<file path="config.mk">
export PLATFORM = sky130hd
export DESIGN_NAME = decode_skid_stage
export DESIGN_NICKNAME = d
export VERILOG_FILES = /design/src/rtl/decode_skid_pkg.sv /design/src/rtl/dsk_pack.sv /design/src/rtl/dsk_fifo.sv /design/src/rtl/dsk_ctrl.sv /design/src/rtl/decode_skid_stage.sv
export SDC_FILE = /design/constraint.sdc
export NUM_CORES = 1
export LEC_CHECK = 0
export BUFFER_PORTS_ARGS = -buffer_cell sky130_fd_sc_hd__buf_2
export CAP_MARGIN = 20
export CORE_MARGIN = 4
export CORE_UTILIZATION = 35
export CTS_CLUSTER_DIAMETER = 80
export CTS_CLUSTER_SIZE = 24
export DETAILED_ROUTE_END_ITERATION = 16
export HOLD_SLACK_MARGIN = 0.08
export SYNTH_ARGS = -nofsm -noshare
export SYNTH_HDL_FRONTEND = slang
export SYNTH_HIERARCHICAL = 1
export SYNTH_SLANG_ARGS = --single-unit
</file>
<file path="constraint.sdc">
create_clock -name clk -period 7.5 [get_ports clk]
set_input_delay 1.125 -clock clk [delete_from_list [all_inputs] [get_ports clk]]
set_output_delay 1.125 -clock clk [all_outputs]
set_load 0.1 [all_outputs]
</file>
<file path="src/rtl/decode_skid_pkg.sv">
package decode_skid_pkg;

    typedef enum logic [2:0] {
        ST_IDLE   = 3'd0,
        ST_RUN    = 3'd1,
        ST_BLOCK  = 3'd2,
        ST_UNBLK  = 3'd3,
        ST_SQUASH = 3'd4
    } stage_state_e;

endpackage

</file>
<file path="src/rtl/dsk_pack.sv">
module dsk_pack #(
    parameter int LANES = 4,
    parameter int SEQ_W = 16,
    localparam int BC_W = $clog2(LANES + 1)
) (
    input  logic [BC_W-1:0]        in_cnt,
    input  logic [LANES*SEQ_W-1:0] in_seq,
    input  logic [LANES-1:0]       in_kill,
    output logic [SEQ_W-1:0]       pk_seq [LANES],
    output logic [BC_W-1:0]        pk_cnt
);

    int k;

    always_comb begin
        k = 0;
        for (int i = 0; i < LANES; i++) begin
            pk_seq[i] = '0;
        end
        for (int i = 0; i < LANES; i++) begin
            if (i < int'(in_cnt) && !in_kill[i] && k < LANES) begin
                pk_seq[k] = in_seq[i*SEQ_W +: SEQ_W];
                k = k + 1;
            end
        end
        pk_cnt = BC_W'(k);
    end

endmodule

</file>
<file path="src/rtl/dsk_fifo.sv">
module dsk_fifo #(
    parameter int LANES = 4,
    parameter int DEPTH = 8,
    parameter int SEQ_W = 16,
    localparam int BC_W  = $clog2(LANES + 1),
    localparam int LVL_W = $clog2(DEPTH + 1),
    localparam int PTR_W = (DEPTH > 1) ? $clog2(DEPTH) : 1
) (
    input  logic             clk,
    input  logic             rst_n,
    input  logic             clear,
    input  logic [BC_W-1:0]  push_cnt,
    input  logic [SEQ_W-1:0] push_seq [LANES],
    input  logic [BC_W-1:0]  pop_cnt,
    output logic [SEQ_W-1:0] head_seq [LANES],
    output logic [LVL_W-1:0] level,
    output logic             ovf
);

    logic [SEQ_W-1:0] mem [DEPTH];
    logic [PTR_W-1:0] rd_q, wr_q;
    logic [LVL_W-1:0] lvl_q;
    int unsigned      space, push_acc;

    function automatic logic [PTR_W-1:0] adv(input logic [PTR_W-1:0] p, input int unsigned k);
        int unsigned s;
        s = 32'(p) + k;
        if (s >= DEPTH) s = s - DEPTH;
        return PTR_W'(s);
    endfunction

    always_comb begin
        space    = DEPTH - 32'(lvl_q) + 32'(pop_cnt);
        push_acc = (32'(push_cnt) > space) ? space : 32'(push_cnt);
        ovf      = !clear && (32'(push_cnt) > space);
        for (int i = 0; i < LANES; i++) begin
            head_seq[i] = mem[adv(rd_q, i)];
        end
    end

    assign level = lvl_q;

    always_ff @(posedge clk) begin
        if (!rst_n || clear) begin
            rd_q  <= '0;
            wr_q  <= '0;
            lvl_q <= '0;
        end else begin
            rd_q  <= adv(rd_q, 32'(pop_cnt));
            wr_q  <= adv(wr_q, push_acc);
            lvl_q <= LVL_W'(32'(lvl_q) - 32'(pop_cnt) + push_acc);
        end
    end

    always_ff @(posedge clk) begin
        if (rst_n && !clear) begin
            for (int i = 0; i < LANES; i++) begin
                if (i < int'(push_acc)) mem[adv(wr_q, i)] <= push_seq[i];
            end
        end
    end

    assert_level_bound_R11: assert property (@(posedge clk) disable iff (!rst_n)
        lvl_q <= LVL_W'(DEPTH));

    assert_pop_le_level_R5: assert property (@(posedge clk) disable iff (!rst_n)
        32'(pop_cnt) <= 32'(lvl_q));

endmodule

</file>
<file path="src/rtl/dsk_ctrl.sv">
module dsk_ctrl
    import decode_skid_pkg::*;
#(
    parameter int LANES = 4,
    parameter int DEPTH = 8,
    localparam int BC_W  = $clog2(LANES + 1),
    localparam int LVL_W = $clog2(DEPTH + 1)
) (
    input  logic             clk,
    input  logic             rst_n,
    input  logic             blk,
    input  logic             rel,
    input  logic             squash,
    input  logic             raw_any,
    input  logic [BC_W-1:0]  pk_cnt,
    input  logic [LVL_W-1:0] skid_level,
    output stage_state_e     state_q,
    output logic [BC_W-1:0]  pop_cnt,
    output logic [BC_W-1:0]  push_cnt,
    output logic             clear,
    output logic             from_skid,
    output logic [BC_W-1:0]  out_cnt,
    output logic             hold_p,
    output logic             resume_p,
    output logic             rel_err
);

    stage_state_e state_d;
    logic         stall_q, stall_d;
    int unsigned  take, remain;

    // state register
    always_ff @(posedge clk) begin
        if (!rst_n) begin
            state_q <= ST_IDLE;
            stall_q <= 1'b0;
        end else begin
            state_q <= state_d;
            stall_q <= stall_d;
        end
    end

    // next state and outputs
    always_comb begin
        state_d   = state_q;
        stall_d   = rel ? 1'b0 : (stall_q | blk);
        rel_err   = rel & ~stall_q & ~blk;
        pop_cnt   = '0;
        push_cnt  = '0;
        clear     = 1'b0;
        from_skid = 1'b0;
        out_cnt   = '0;
        hold_p    = 1'b0;
        resume_p  = 1'b0;
        take      = (32'(skid_level) > LANES) ? LANES : 32'(skid_level);
        remain    = 32'(skid_level) - take + 32'(pk_cnt);
        if (squash) begin
            state_d  = ST_SQUASH;
            clear    = 1'b1;
            resume_p = (state_q == ST_BLOCK) || (state_q == ST_UNBLK);
        end else if (stall_d) begin
            state_d  = ST_BLOCK;
            push_cnt = pk_cnt;
            hold_p   = (state_q != ST_BLOCK);
        end else begin
            unique case (state_q)
                ST_BLOCK, ST_UNBLK: begin
                    from_skid = 1'b1;
                    pop_cnt   = BC_W'(take);
                    out_cnt   = BC_W'(take);
                    push_cnt  = pk_cnt;
                    if (remain == 0) begin
                        resume_p = 1'b1;
                        state_d  = ST_RUN;
                    end else begin
                        state_d  = ST_UNBLK;
                    end
                end
                ST_IDLE, ST_RUN: begin
                    out_cnt = pk_cnt;
                    state_d = raw_any ? ST_RUN : ST_IDLE;
                end
                ST_SQUASH: begin
                    out_cnt = pk_cnt;
                    state_d = ST_RUN;
                end
                default: state_d = ST_IDLE;
            endcase
        end
    end

    assert_squash_enters_R9: assert property (@(posedge clk) disable iff (!rst_n)
        squash |=> state_q == ST_SQUASH);

    assert_squash_one_cycle_R10: assert property (@(posedge clk) disable iff (!rst_n)
        (state_q == ST_SQUASH && !squash && (rel || !(stall_q || blk))) |=> state_q == ST_RUN);

    assert_stall_holds_R12: assert property (@(posedge clk) disable iff (!rst_n)
        (stall_q && !rel && !squash) |=> state_q == ST_BLOCK);

endmodule

</file>
<file path="src/rtl/decode_skid_stage.sv">
module decode_skid_stage
    import decode_skid_pkg::*;
#(
    parameter int LANES      = 4,
    parameter int SEQ_W      = 16,
    parameter int SKID_DEPTH = 8,
    localparam int BC_W  = $clog2(LANES + 1),
    localparam int LVL_W = $clog2(SKID_DEPTH + 1)
) (
    input  logic                   clk,
    input  logic                   rst_n,
    input  logic [BC_W-1:0]        fe_cnt,
    input  logic [LANES*SEQ_W-1:0] fe_seq,
    input  logic [LANES-1:0]       fe_kill,
    input  logic                   rn_stall,
    input  logic                   rn_release,
    input  logic                   cm_squash,
    output logic [BC_W-1:0]        rn_cnt,
    output logic [LANES*SEQ_W-1:0] rn_seq,
    output logic                   fe_hold,
    output logic                   fe_resume,
    output logic [2:0]             stage_state,
    output logic                   err_overflow,
    output logic                   err_release
);

    logic [SEQ_W-1:0] pk_seq   [LANES];
    logic [SEQ_W-1:0] head_seq [LANES];
    logic [SEQ_W-1:0] sel_seq  [LANES];
    logic [BC_W-1:0]  pk_cnt, pop_cnt, push_cnt, out_cnt;
    logic [LVL_W-1:0] skid_level;
    logic             clear, from_skid, hold_p, resume_p, rel_err, ovf;
    stage_state_e     state_q;

    dsk_pack #(.LANES(LANES), .SEQ_W(SEQ_W)) u_pack (
        .in_cnt (fe_cnt),
        .in_seq (fe_seq),
        .in_kill(fe_kill),
        .pk_seq (pk_seq),
        .pk_cnt (pk_cnt)
    );

    dsk_fifo #(.LANES(LANES), .DEPTH(SKID_DEPTH), .SEQ_W(SEQ_W)) u_skid (
        .clk     (clk),
        .rst_n   (rst_n),
        .clear   (clear),
        .push_cnt(push_cnt),
        .push_seq(pk_seq),
        .pop_cnt (pop_cnt),
        .head_seq(head_seq),
        .level   (skid_level),
        .ovf     (ovf)
    );

    dsk_ctrl #(.LANES(LANES), .DEPTH(SKID_DEPTH)) u_ctrl (
        .clk       (clk),
        .rst_n     (rst_n),
        .blk       (rn_stall),
        .rel       (rn_release),
        .squash    (cm_squash),
        .raw_any   (fe_cnt != '0),
        .pk_cnt    (pk_cnt),
        .skid_level(skid_level),
        .state_q   (state_q),
        .pop_cnt   (pop_cnt),
        .push_cnt  (push_cnt),
        .clear     (clear),
        .from_skid (from_skid),
        .out_cnt   (out_cnt),
        .hold_p    (hold_p),
        .resume_p  (resume_p),
        .rel_err   (rel_err)
    );

    for (genvar g = 0; g < LANES; g++) begin : g_sel
        assign sel_seq[g] = from_skid ? head_seq[g] : pk_seq[g];
    end

    always_ff @(posedge clk) begin
        if (!rst_n) begin
            rn_cnt       <= '0;
            rn_seq       <= '0;
            fe_hold      <= 1'b0;
            fe_resume    <= 1'b0;
            err_overflow <= 1'b0;
            err_release  <= 1'b0;
        end else begin
            rn_cnt <= out_cnt;
            for (int i = 0; i < LANES; i++) begin
                rn_seq[i*SEQ_W +: SEQ_W] <= (i < int'(out_cnt)) ? sel_seq[i] : '0;
            end
            fe_hold      <= hold_p;
            fe_resume    <= resume_p;
            err_overflow <= err_overflow | ovf;
            err_release  <= err_release | rel_err;
        end
    end

    assign stage_state = state_q;

    assert_out_bound_R2: assert property (@(posedge clk) disable iff (!rst_n)
        32'(rn_cnt) <= LANES);

    assert_blocked_silent_R4: assert property (@(posedge clk) disable iff (!rst_n)
        stage_state == 3'd2 |-> rn_cnt == '0);

    assert_hold_in_block_R13: assert property (@(posedge clk) disable iff (!rst_n)
        fe_hold |-> stage_state == 3'd2);

    assert_resume_state_R6: assert property (@(posedge clk) disable iff (!rst_n)
        fe_resume |-> (stage_state == 3'd1 || stage_state == 3'd4));

endmodule

</file>
==> impl_summary.log <==
[metrics] setup slack after placement: 0.855 ns
[metrics] DR pass1 iterations: 5
[metrics] clock transition at the registers of the reported paths: 0.10 ns
[metrics] final max-slew violation count: 0
[metrics] sequential element share of the synthesized area: 33.1%
[metrics] Tightest Hold Check Type: reg2reg
[metrics] count of fill cells added during filler insertion: 4543
[metrics] nets@finish: 1790
[metrics] final wirelength: 61.0 mm
[metrics] WP data arrival: 6.52 ns
[metrics] number of nets with antenna violations after detailed routing: 0
[metrics] Period minus WS final: 6.15 ns
[metrics] DRC violations left: 0
[metrics] Pwr per Cell Area: 150 nW/um^2
[metrics] Routability Congestion: 0.887
[metrics] launch instance of the worst register-to-register path: u_ctrl/state_q[1]
[metrics] total clock buffers created by CTS: 13
[metrics] floorplan die area: 51500 um^2
[metrics] net count after synthesis: 1748
[metrics] DP HPWL: 43.2 mm
[metrics] post-synthesis async set-or-reset flop share: 0%
[metrics] Cell variety after synth: 81
[metrics] outcome: complete, no violations
[metrics] hold_sp: err_release
[metrics] clock tree from TritonCTS: yes
[metrics] setup repair after global routing missed its margin: false
[metrics] Min Hold Slack: 0.471 ns
[metrics] All-Layer GR Usage: 22.8%
[metrics] capturing element type of the critical path: register
[metrics] category of the most critical setup path: in2reg
[metrics] pin count of the biggest net entering global routing: 71
[metrics] ports placed on the boundary: 150
[metrics] top library cells by usage in the layout, fill and taps aside: sky130_fd_sc_hd__mux2i_1 (214), sky130_fd_sc_hd__nor2_1 (157), sky130_fd_sc_hd__buf_2 (149), sky130_fd_sc_hd__edfxtp_1 (128), sky130_fd_sc_hd__a221oi_1 (114)
[metrics] placed cell area: 17900 um^2
[metrics] number of vias after detailed routing: 14489
[metrics] number of global-route vias before repair: 14270
[metrics] Mapped Cells: 1642
[metrics] ratio of cells with drive above 1 in the final layout: 26.9%
[metrics] number of H-tree branching levels: 1
[metrics] initial cell density of the core: 35.7%
[metrics] Yosys Warn Count: 6
[metrics] clock sinks: 213
[metrics] wire length per cell after detailed routing: 26.6 um
[metrics] final count of hold timing violations: 0
[metrics] hold-fix buffers at CTS: 0
[metrics] total standard cell area after synthesis: 16800 um^2
[metrics] final setup violating endpoints: 0
[metrics] Worst Max-Slew Pin Slew: 1.16 ns
[metrics] Post-CTS Resized: 0
[metrics] Layout area overhead: 9.20%
[metrics] most used flip-flop cell after synthesis: sky130_fd_sc_hd__edfxtp_1
[metrics] average via count per standard cell: 6.31
[metrics] Mean Syn Cell Area: 10.2 um^2
[metrics] leak pwr: 6.84 nW
[metrics] maximum clock skew at final layout: 0.0257 ns
[metrics] root buf cell: sky130_fd_sc_hd__clkbuf_16
[metrics] Core Box Area: 47000 um^2
[metrics] Final period util: 82.0%
[metrics] final sum of negative setup slack: 0 ns
[metrics] wire length of the first global-routing pass: 90.0 mm
[metrics] number of storage elements in the synthesis netlist: 213
[metrics] width of the chip: 227 um
[metrics] Cell Rows: 79
[metrics] category of the worst setup path launch point: input pin
[metrics] height of the chip: 227 um
[metrics] Buffers on Ports: 149
[metrics] violation count after the first detailed-routing iteration: 1463
[metrics] timing startpoint of the critical path: fe_kill[1]
[metrics] maximum buffer depth of the clock tree: 3
[metrics] worst endpoint required time: 7.87 ns
[metrics] worst slew slack as a fraction of its limit: 22.8%
[metrics] post-layout instance area: 18300 um^2
[metrics] max-cap viol count: 0
[metrics] final setup slack of the worst path: 1.35 ns
[metrics] most common cell after layout, fill and taps aside: sky130_fd_sc_hd__mux2i_1
[metrics] total setup buffers inserted after CTS: 0
[metrics] largest driver fanout on the critical path: 17
[metrics] highest clock rate: 163 MHz
[metrics] ANT cells: 0
[metrics] Worst-Skew Late Latency: 0.51 ns
[metrics] Max VDD drop: 0.000106 V
[metrics] sum of overflow across all layers after global routing: 0
[metrics] number of antenna violations at the first check in global routing: 0
[metrics] EDFF count, synth: 128
layout make-up:
cell class,instances,area (um^2),area share [%]
Clock inverter,5,30.0,0.164
Clock buffer,16,358,1.95
Tap cell,607,759,4.15
Sequential cell,213,5550,30.3
Multi-Input combinational cell,1197,10200,55.8
Inverter,52,195,1.07
Timing Repair Buffer,207,1190,6.52
per-layer routing:
metal  up-vias  GRT usage, %  share of wire [%]  routed length [um]
met2       915          36.6                 46               28100
met3       128          4.98                 11                6420
met4         0          8.88                3.8                2290
met1      7089          30.1                 40               24200
met5         -             0                  0                   0
li1       6357             -                  -                   -
worst max-delay path, stage by stage:
cell	delay, ns
sky130_fd_sc_hd__buf_2	0.11
sky130_fd_sc_hd__o21ba_2	0.48
sky130_fd_sc_hd__inv_1	0.09
sky130_fd_sc_hd__ha_1	0.43
sky130_fd_sc_hd__or3_4	0.44
sky130_fd_sc_hd__and3_1	0.19
sky130_fd_sc_hd__nor2_1	0.36
sky130_fd_sc_hd__and2_1	0.25
sky130_fd_sc_hd__inv_1	0.08
sky130_fd_sc_hd__ha_1	0.21
sky130_fd_sc_hd__nor2b_1	0.12
sky130_fd_sc_hd__o21a_1	0.16
sky130_fd_sc_hd__o21ai_1	0.20
sky130_fd_sc_hd__a21oi_4	0.47
sky130_fd_sc_hd__mux2i_1	0.41
sky130_fd_sc_hd__fa_1	0.52
sky130_fd_sc_hd__inv_1	0.09
sky130_fd_sc_hd__ha_1	0.23
sky130_fd_sc_hd__a21o_1	0.17
sky130_fd_sc_hd__a21oi_1	0.17
sky130_fd_sc_hd__xnor2_1	0.13
sky130_fd_sc_hd__nor2_1	0.05
sequential cells by signal, summed over array words and instances, names as in the netlist:
signal and count:
fe_resume 1, u_skid/mem 128, err_overflow 1, rn_seq 64, u_skid/level 4, u_skid/rd_q 3
u_ctrl/stall_q 1, u_ctrl/state_q 3, rn_cnt 3, err_release 1, u_skid/wr_q 3, fe_hold 1
report_power, final:
part	switching, W	internal, W
logic	0.000442	0.000236
clock network	0.000424	0.000348
registers	0.0000187	0.00128
cell usage after synthesis, types with 20 or more instances:
library cell | instances | share of area (%)
sky130_fd_sc_hd__a21o_1 | 20 | 0.90
sky130_fd_sc_hd__a21oi_1 | 26 | 0.78
sky130_fd_sc_hd__a221oi_1 | 114 | 6.0
sky130_fd_sc_hd__a22o_1 | 48 | 2.5
sky130_fd_sc_hd__buf_1 | 29 | 0.65
sky130_fd_sc_hd__buf_2 | 28 | 0.84
sky130_fd_sc_hd__buf_4 | 20 | 0.90
sky130_fd_sc_hd__clkbuf_1 | 81 | 1.8
sky130_fd_sc_hd__dfxtp_1 | 85 | 10
sky130_fd_sc_hd__edfxtp_1 | 128 | 23
sky130_fd_sc_hd__ha_1 | 23 | 1.7
sky130_fd_sc_hd__inv_1 | 51 | 1.1
sky130_fd_sc_hd__mux2_2 | 111 | 7.5
sky130_fd_sc_hd__mux2i_1 | 214 | 13
sky130_fd_sc_hd__mux4_2 | 48 | 6.4
sky130_fd_sc_hd__nand2_1 | 51 | 1.1
sky130_fd_sc_hd__nand3_1 | 27 | 0.81
sky130_fd_sc_hd__nor2_1 | 157 | 3.5
sky130_fd_sc_hd__nor3_1 | 92 | 2.7
sky130_fd_sc_hd__o21ai_0 | 40 | 1.2
logic make-up after synthesis:
kind of cell | after synthesis | share of synthesized area (%)
multiplexers | 377 | 27.0
buffers and inverters | 232 | 6.58
AO/OA/AOI/OAI | 352 | 17.8
XOR/XNOR | 15 | 0.784
AND/OR/NAND/NOR | 422 | 12.2
adder cells (fa/ha/maj) | 30 | 2.55
flip-flops | 213 | 33.1
other | 1 | 0.0224
through the flow:
step	power, W	utilization, %	instances
2_1_floorplan	0.00181	-	1642
3_3_place_gp	0.00198	38.2	2276
3_5_place_dp	0.00199	38.2	2276
4_1_cts	0.00275	39.0	2297
5_1_grt	0.00285	39.0	2297
6_report	0.00275	39.0	2297
worst paths after layout:
kind | end | slack, ns | cells after the start
setup / recovery | u_skid/level[3] | 1.35 | 22
hold / removal | err_release | 0.47 | 1
setup reg to reg | u_skid/level[3] | 1.95 | 20
hold reg to reg | err_release | 0.47 | 1
Power figures use the tool's default switching activity.
